`config.mk`:
```
export PLATFORM = sky130hd
export DESIGN_NAME = vtg_vertical
export DESIGN_NICKNAME = d
export VERILOG_FILES = /design/src/rtl/vtg_pkg.sv /design/src/rtl/vtg_line_counter.sv /design/src/rtl/vtg_edge_hold.sv /design/src/rtl/vtg_vertical.sv
export SDC_FILE = /design/constraint.sdc
export NUM_CORES = 1
export LEC_CHECK = 0
export ABC_AREA = 1
export BUFFER_PORTS_ARGS = -buffer_cell sky130_fd_sc_hd__buf_2
export CORE_UTILIZATION = 55
export DETAILED_ROUTE_END_ITERATION = 8
export GPL_TIMING_DRIVEN = 1
export PLACE_DENSITY = 0.86
export SYNTH_ARGS = -nofsm -noshare
export SYNTH_HDL_FRONTEND = slang
export SYNTH_SLANG_ARGS = --single-unit
```
`constraint.sdc`:
```
create_clock -name clk -period 5.95 [get_ports clk]
set_input_delay 1.19 -clock clk [delete_from_list [all_inputs] [get_ports clk]]
set_output_delay 1.19 -clock clk [all_outputs]
set_load 0.1 [all_outputs]
```
`src/rtl/vtg_pkg.sv`:
```
package vtg_pkg;

  // Frame limit in counting steps: doubled for half-line counting.
  function automatic int unsigned frame_limit(input logic il, input int unsigned lines);
    return il ? (lines * 2) : lines;
  endfunction

  // Position after a step decision; restarts at 1 at or above the limit.
  function automatic int unsigned advance(input logic step, input int unsigned pos,
                                          input int unsigned lim);
    if (!step) return pos;
    return (pos >= lim) ? 1 : pos + 1;
  endfunction

  function automatic logic blank_zone(input int unsigned pos, input int unsigned stop);
    return pos < stop;
  endfunction

  function automatic logic sync_zone(input int unsigned pos, input int unsigned first,
                                     input int unsigned stop);
    return (pos >= first) && (pos < stop);
  endfunction

endpackage

```
`src/rtl/vtg_line_counter.sv`:
```
module vtg_line_counter #(
  parameter int CW = 12
) (
  input  logic          clk,
  input  logic          rst_n,
  input  logic          step,
  input  logic [CW-1:0] limit,
  output logic [CW-1:0] pos_q,
  output logic [CW-1:0] pos_nxt,
  output logic          wrap_q
);
  import vtg_pkg::*;

  logic wrap_now;

  always_comb begin
    pos_nxt  = CW'(advance(step, 32'(pos_q), 32'(limit)));
    wrap_now = step && (pos_q >= limit);
  end

  always_ff @(posedge clk) begin
    if (!rst_n) begin
      pos_q  <= CW'(1);
      wrap_q <= 1'b0;
    end else begin
      pos_q  <= pos_nxt;
      wrap_q <= wrap_now;
    end
  end
endmodule

```
`src/rtl/vtg_edge_hold.sv`:
```
module vtg_edge_hold (
  input  logic clk,
  input  logic rst_n,
  input  logic load,
  input  logic d,
  output logic q
);
  always_ff @(posedge clk) begin
    if (!rst_n)    q <= 1'b0;
    else if (load) q <= d;
  end
endmodule

```
`src/rtl/vtg_vertical.sv`:
```
module vtg_vertical #(
  parameter int RW = 11,
  localparam int CW = RW + 1
) (
  input  logic          clk,
  input  logic          rst_n,
  input  logic          interlace_en,
  input  logic          line_start,
  input  logic          half_line,
  input  logic          hblank_lead,
  input  logic          hsync_lead,
  input  logic [RW-1:0] porch_end_i,
  input  logic [RW-1:0] sync_end_i,
  input  logic [RW-1:0] blank_end_i,
  input  logic [RW-1:0] frame_lines_i,
  output logic          vblank_o,
  output logic          vsync_o,
  output logic          field_odd_o,
  output logic          frame_start_o
);
  import vtg_pkg::*;

  // Named internal events, observed by the bound checker.
  logic          step_w;
  logic [CW-1:0] vmax_w;
  logic [CW-1:0] cnt_q;
  logic [CW-1:0] cnt_nxt;
  logic          blank_d;
  logic          sync_d;

  always_comb begin
    step_w  = line_start || (interlace_en && half_line);
    vmax_w  = CW'(frame_limit(interlace_en, 32'(frame_lines_i)));
    blank_d = blank_zone(32'(cnt_nxt), 32'(blank_end_i));
    sync_d  = sync_zone(32'(cnt_nxt), 32'(porch_end_i), 32'(sync_end_i));
  end

  vtg_line_counter #(.CW(CW)) u_count (
    .clk     (clk),
    .rst_n   (rst_n),
    .step    (step_w),
    .limit   (vmax_w),
    .pos_q   (cnt_q),
    .pos_nxt (cnt_nxt),
    .wrap_q  (frame_start_o)
  );

  vtg_edge_hold u_blank (
    .clk   (clk),
    .rst_n (rst_n),
    .load  (hblank_lead),
    .d     (blank_d),
    .q     (vblank_o)
  );

  vtg_edge_hold u_sync (
    .clk   (clk),
    .rst_n (rst_n),
    .load  (hsync_lead),
    .d     (sync_d),
    .q     (vsync_o)
  );

  assign field_odd_o = interlace_en && (cnt_q > {1'b0, frame_lines_i});
endmodule

```
Word-level counts from Yosys, hierarchy flattened

Index checks and enable logic that the tools add are counted.
W data, S select, Z words.

Register bits: 15
Input bits: 51
Output and inout port bits: 4
Logic and storage cells: 19

$add $sub $neg: 1
$lt $le $gt $ge: 6
Muxes and demuxes: 3
Reductions and logical operators: 5

Operator list:

| operator                | number |
|---|---|
| $mux W12                | 3 |
| $ge A12 B12 Y1          | 2 |
| $lt A12 B11 Y1          | 2 |
| $add A12 B1 Y12 const B | 1 |
| $ge A12 B11 Y1          | 1 |
| $gt A12 B11 Y1          | 1 |
| $logic_and A1 B1 Y1     | 4 |
| $logic_or A1 B1 Y1      | 1 |

Depth between registers and ports, before layout

Depth in word-level cells: 6
Mapped depth: 30
Depth with buffers taken out: 30

Modules after synthesis

A second synthesis with hierarchy kept.

Cell total of the unflattened synthesis: 403
Area total of the unflattened synthesis: 2439.8 sq um

Modules (own cells, without submodules):

| module           | times used | cells an instance | area an instance (sq um) | sequential area each (sq um) |
|---|---|---|---|---|
| vtg_vertical     | 1          | 229               | 1312.5                   | 0.0 |
| vtg_line_counter | 1          | 162               | 1044.8                   | 260.2 |
| vtg_edge_hold    | 2          | 6                 | 41.3                     | 20.0 |

Least setup slack after synthesis

No wires, ideal clock.

Kind: input to output
From: input frame_lines_i[3]
To: output field_odd_o
Arrival: 4.147 ns
Required time: 4.760 ns
Setup slack: 0.613 ns
Stages: 10
Path buffers: 0
Cell sequence: inv_1 -> ha_1 -> nand2_1 -> inv_1 -> nand2_1 -> nor2_1 -> a211oi_1 -> a21oi_1 -> nor4_1 -> nor3b_1

Cells in the longest elaborated chain, start to end: 2

Ends and longest elaborated chain:

| what                | line               | RTL |
|---|---|---|
| start, declared     | vtg_vertical.sv:15 | `input logic [RW-1:0] frame_lines_i,` |
| $gt A12 B11 Y1      | vtg_vertical.sv:64 | `assign field_odd_o = interlace_en && (cnt_q > {1'b0, frame_lines_i});` |
| $logic_and A1 B1 Y1 | vtg_vertical.sv:64 |  |
| end, declared       | vtg_vertical.sv:18 | `output logic field_odd_o,` |

Every way passes these cells.

Worst setup path after layout

From: input interlace_en
To: register u_sync.q

Cells in the longest elaborated chain, start to end: 6

Ends and longest elaborated chain:

| what                                             | line                | RTL |
|---|---|---|
| start, declared                                  | vtg_vertical.sv:7   | `input logic interlace_en,` |
| $mux W12                                         | vtg_pkg.sv:5        | `return il ? (lines * 2) : lines;` |
| $ge A12 B12 Y1                                   | vtg_pkg.sv:12       | `return (pos >= lim) ? 1 : pos + 1;` |
| $mux W12                                         | vtg_pkg.sv:12       |  |
| $mux W12 (*)                                     | vtg_pkg.sv:12       |  |
| net cnt_nxt[6]                                   | vtg_vertical.sv:27  | `logic [CW-1:0] cnt_nxt;` |
| $ge A12 B11 Y1 or $lt A12 B11 Y1 (tied branches) | vtg_pkg.sv:21       | `return (pos >= first) && (pos < stop);` |
| $logic_and A1 B1 Y1 (*)                          | vtg_pkg.sv:21       |  |
| end signal, assigned                             | vtg_edge_hold.sv:9  | `if (!rst_n) q <= 1'b0;` |
| end signal, assigned                             | vtg_edge_hold.sv:10 | `else if (load) q <= d;` |
| end, declared                                    | vtg_edge_hold.sv:6  | `output logic q` |

Mark *: on every way through the listed nets, which the timed path passes. The rest lies on a longest branch.
A chain may end at the register's enable or synchronous reset.

==> PnR_summary.wiki <==
{| class="wikitable"
! Metric !! Value
|-
| Routability cong. || roughly 0.76
|-
| RSZ-0062 raised after global routing || false
|-
| Area share of the largest cell type after synthesis || between 30% and 40%
|-
| Count of routing violations after the opening detailed-route iteration || 60
|-
| Final-report hold violation count || 0
|-
| Share of final-layout standard cells stronger than drive strength 1 || between 10% and 20%
|-
| Required time of the worst setup path || ~6100 ps
|-
| Area growth from synthesis to layout || 15.9%
|-
| Sort of element at the start of the critical path || input port
|-
| Pins over their slew limit || 0
|-
| Number of antenna cells inserted || 0
|-
| Buffers inserted by post-CTS timing repair || 0
|-
| Outcome || complete, no violations
|-
| Cts bufs inserted || 3
|-
| Mapped cell area || 0.00226 mm^2
|-
| Remaining number of nets flagged by the antenna check after routing || 0
|-
| Distinct cells, synth || 35
|-
| Yosys top cell by area || ha_1
|-
| Die height || about 66 um
|-
| Max cap viols || 0
|-
| Synth Area per Inst || 6.62 um^2
|-
| Maximum clock frequency || roughly 0.23 GHz
|-
| Primary FF master, synth || dfxtp_1
|-
| DP HPWL || 4180 um
|-
| IO Count || 55
|-
| Leakage || between 1.5 and 2 nW
|-
| Launch point of the critical path || interlace_en
|-
| Number of buffers added to fix hold violations after cts || 0
|-
| Clock tree from TritonCTS || yes
|-
| Synth async-reset ratio || 0%
|-
| PostCTS Resize Cnt || 0
|-
| Total number of clock tree sinks || 15
|-
| Worst-Margin Slew || roughly 500 ps
|-
| All-Layer GR Usage || 24.3%
|-
| Reg2reg setup slack || between 2000 and 3000 ps
|-
| Final-layout setup total negative slack || 0 ps
|-
| Remaining design rule violation count || 0
|-
| Hold_ws || between 400 and 500 ps
|-
| Global-route wire length before repair || around 8300 um
|-
| Clock period minus final worst setup slack || around 4300 ps
|-
| Average routed wire per standard cell || between 10 and 15 um
|-
| Worst setup path endpoint || u_sync.q
|-
| Worst-case clock skew || between 2 and 3 ps
|-
| Most instantiated library cell after synthesis || nand2_1
|-
| Peak supply drop || approximately 63 uV
|-
| Main area contributors after synthesis || ha_1, dfxtp_1, nand2_1
|-
| Endpoint class of the critical path || register
|-
| Number of global-route vias before repair || about 2100
|-
| HP Class || reg -> reg
|-
| Flop and latch count out of synthesis || 15
|-
| Critical-path maximum fanout || 24
|-
| Crit Path Category || in -> reg
|-
| Largest net degree at the start of global routing || 25
|-
| Die Width || between 60 and 70 um
|-
| Port Buffer Count || 54
|-
| Wire length reported by the detailed router || ~4800 um
|-
| Clock tree root buffer cell || clkbuf_8
|-
| Clk Latency, worst-skew pair || ~250 ps
|-
| Share of the yosys chip area belonging to registers || around an eighth
|-
| # nets final || 502
|-
| Rel. slew slack || approximately 68%
|-
| Areal power density over the cells || approximately 120 mW/mm^2
|-
| Number of instances in the synthesized netlist || 341
|-
| H-tree lvl count || 1
|-
| Number of vias per cell || 5.10
|-
| Terminus of the critical flop-to-flop path || u_sync.q
|-
| Maximum clock insertion buffer count || 2
|-
| Synthesis warning total || 0
|-
| Critical register-to-register path startpoint || u_count.pos_q[7]
|-
| Number of enable flip-flop cells after synthesis || 0
|-
| Router iterations before antenna repair || 4
|-
| Worst reg2reg path depth || 21
|-
| Row cnt || 22
|-
| Antenna violations before repair || 0
|-
| Initial core utilization || about 59%
|-
| CTS clk-pin slew, worst paths || ~60 ps
|-
| Core area || about 0.0038 mm^2
|-
| Synth Net Count || roughly 450
|-
| Fin crit share || approximately 73%
|-
| Overflow after GRT || 0
|-
| Vias || approximately 2300
|-
| Die outline area || around 0.0044 mm^2
|-
| Total setup violations reported at the end of the flow || 0
|-
| Number of fill cells in the layout || 364
|-
| Data arrival at the endpoint of the critical path || around 4500 ps
|-
| Ranking of synthesized cells by instance count || nand2_1, inv_1, ha_1, a21oi_1, nor2_1
|}
-- worst max-delay path, cell delays in order --
cell and delay (ps):
buf_2 300, o21ai_0 190, ha_1 310, nand2_1 70, inv_1 50, nand2_1 60, nand2_1 40, a21oi_1 170
nand2_1 70, nand2_1 200, inv_1 260, nor3_1 420, ha_1 310, nand2_1 80, nor2_1 50, a211oi_1 190
nand2_1 80, nand2_1 70, nand2_1 50, nand2_1 60, nand3b_1 70, nand4_1 90, a21oi_1 60
-- registers in the layout, summed over array words and instances (netlist names) --
signal,flops
u_sync.q,1
u_count.wrap_q,1
u_blank.q,1
u_count.pos_q,12
-- layout by cell type (no fill, tap or decap) --
master    netlist  routed
dfxtp_1        15      15
clkbuf_1        3       1
nand4_1         6       6
a211oi_2        1       1
clkbuf_8        0       3
nand3_1         6       6
nand2_1        80      80
nor3_1          8       8
nor2_2          1       1
xor2_1          4       4
o21bai_1        1       1
a211oi_1        4       4
nor2_1         21      21
a21o_1          1       1
ha_1           55      55
o211ai_1        1       1
a21oi_1        21      21
xnor2_1         1       1
o21ai_2         1       1
and3_2          1       1
nand3b_4        1       1
or2_2           1       1
nand3_2         2       2
a21o_4          1       1
nor4_1          4       4
nand4_2         1       1
o21ai_0        13      13
and2_1          1       1
nand3b_1        1       1
nor3_2          1       1
nor2_4          2       2
a31oi_1         1       1
buf_2           1      54
and3_1          1       1
inv_1          76      76
nor3b_1         3       3
-- per-stage QoR --
step	instance area [um^2]	utilization (%)	instances	total power (W)	setup WS [ps]
2_1_floorplan	2260	-	341	0.000184	613
3_3_place_gp	2570	67.7	439	0.000217	1610
3_5_place_dp	2570	67.7	439	0.000222	1390
4_1_cts	2620	68.9	443	0.000304	1660
5_1_grt	2620	68.9	443	0.000328	1250
6_report	2620	68.9	443	0.000303	1630
-- layout make-up --
| type | instances | area [um^2] | area share [%] |
|---|---|---|---|
| inverters | 76 | 285 | 10.9 |
| flip-flops and latches | 15 | 300 | 11.5 |
| multi-input cells | 246 | 1660 | 63.3 |
| repair buffers | 54 | 270 | 10.3 |
| well taps | 48 | 60.1 | 2.29 |
| clock buffers | 4 | 45.0 | 1.72 |
-- where the power goes --
group | internal [W] | leakage (nW) | switching, W | total [W]
Sequential | 0.000104 | 0.122 | 0.00000363 | 0.000107
Clock | 0.0000476 | 0.0228 | 0.0000368 | 0.0000843
Combinational | 0.0000472 | 1.50 | 0.0000645 | 0.000112
Total | 0.000198 | 1.65 | 0.000105 | 0.000303
-- logic make-up after synthesis --
logic type      count (synthesis)  synth area share (%)
compound gates                 45                  11.7
flops                          15                  13.3
xor+xnor                        5                  1.94
simple gates                  141                  29.2
fa+ha+maj                      55                  30.5
buf+inv                        80                  13.4
-- per-layer routing --
layer	GRT usage [%]	up-vias	routed length (um)
li1	-	1209	-
met5	0	-	0
met3	0.517	7	111
met1	28.2	994	2320
met4	10.6	0	98
met2	45.9	51	2310
-- worst min path at each step --
| stage | from | end | cells past startpoint |
|---|---|---|---|
| floorplan | u_count.pos_q[10] | u_count.pos_q[10] | 2 |
| global placement | u_sync.q | u_sync.q | 2 |
| detailed placement | u_sync.q | u_sync.q | 2 |
| CTS | u_sync.q | u_sync.q | 2 |
| global route | u_sync.q | u_sync.q | 2 |
| finish | u_sync.q | u_sync.q | 2 |
Power figures use the tool's default switching activity.
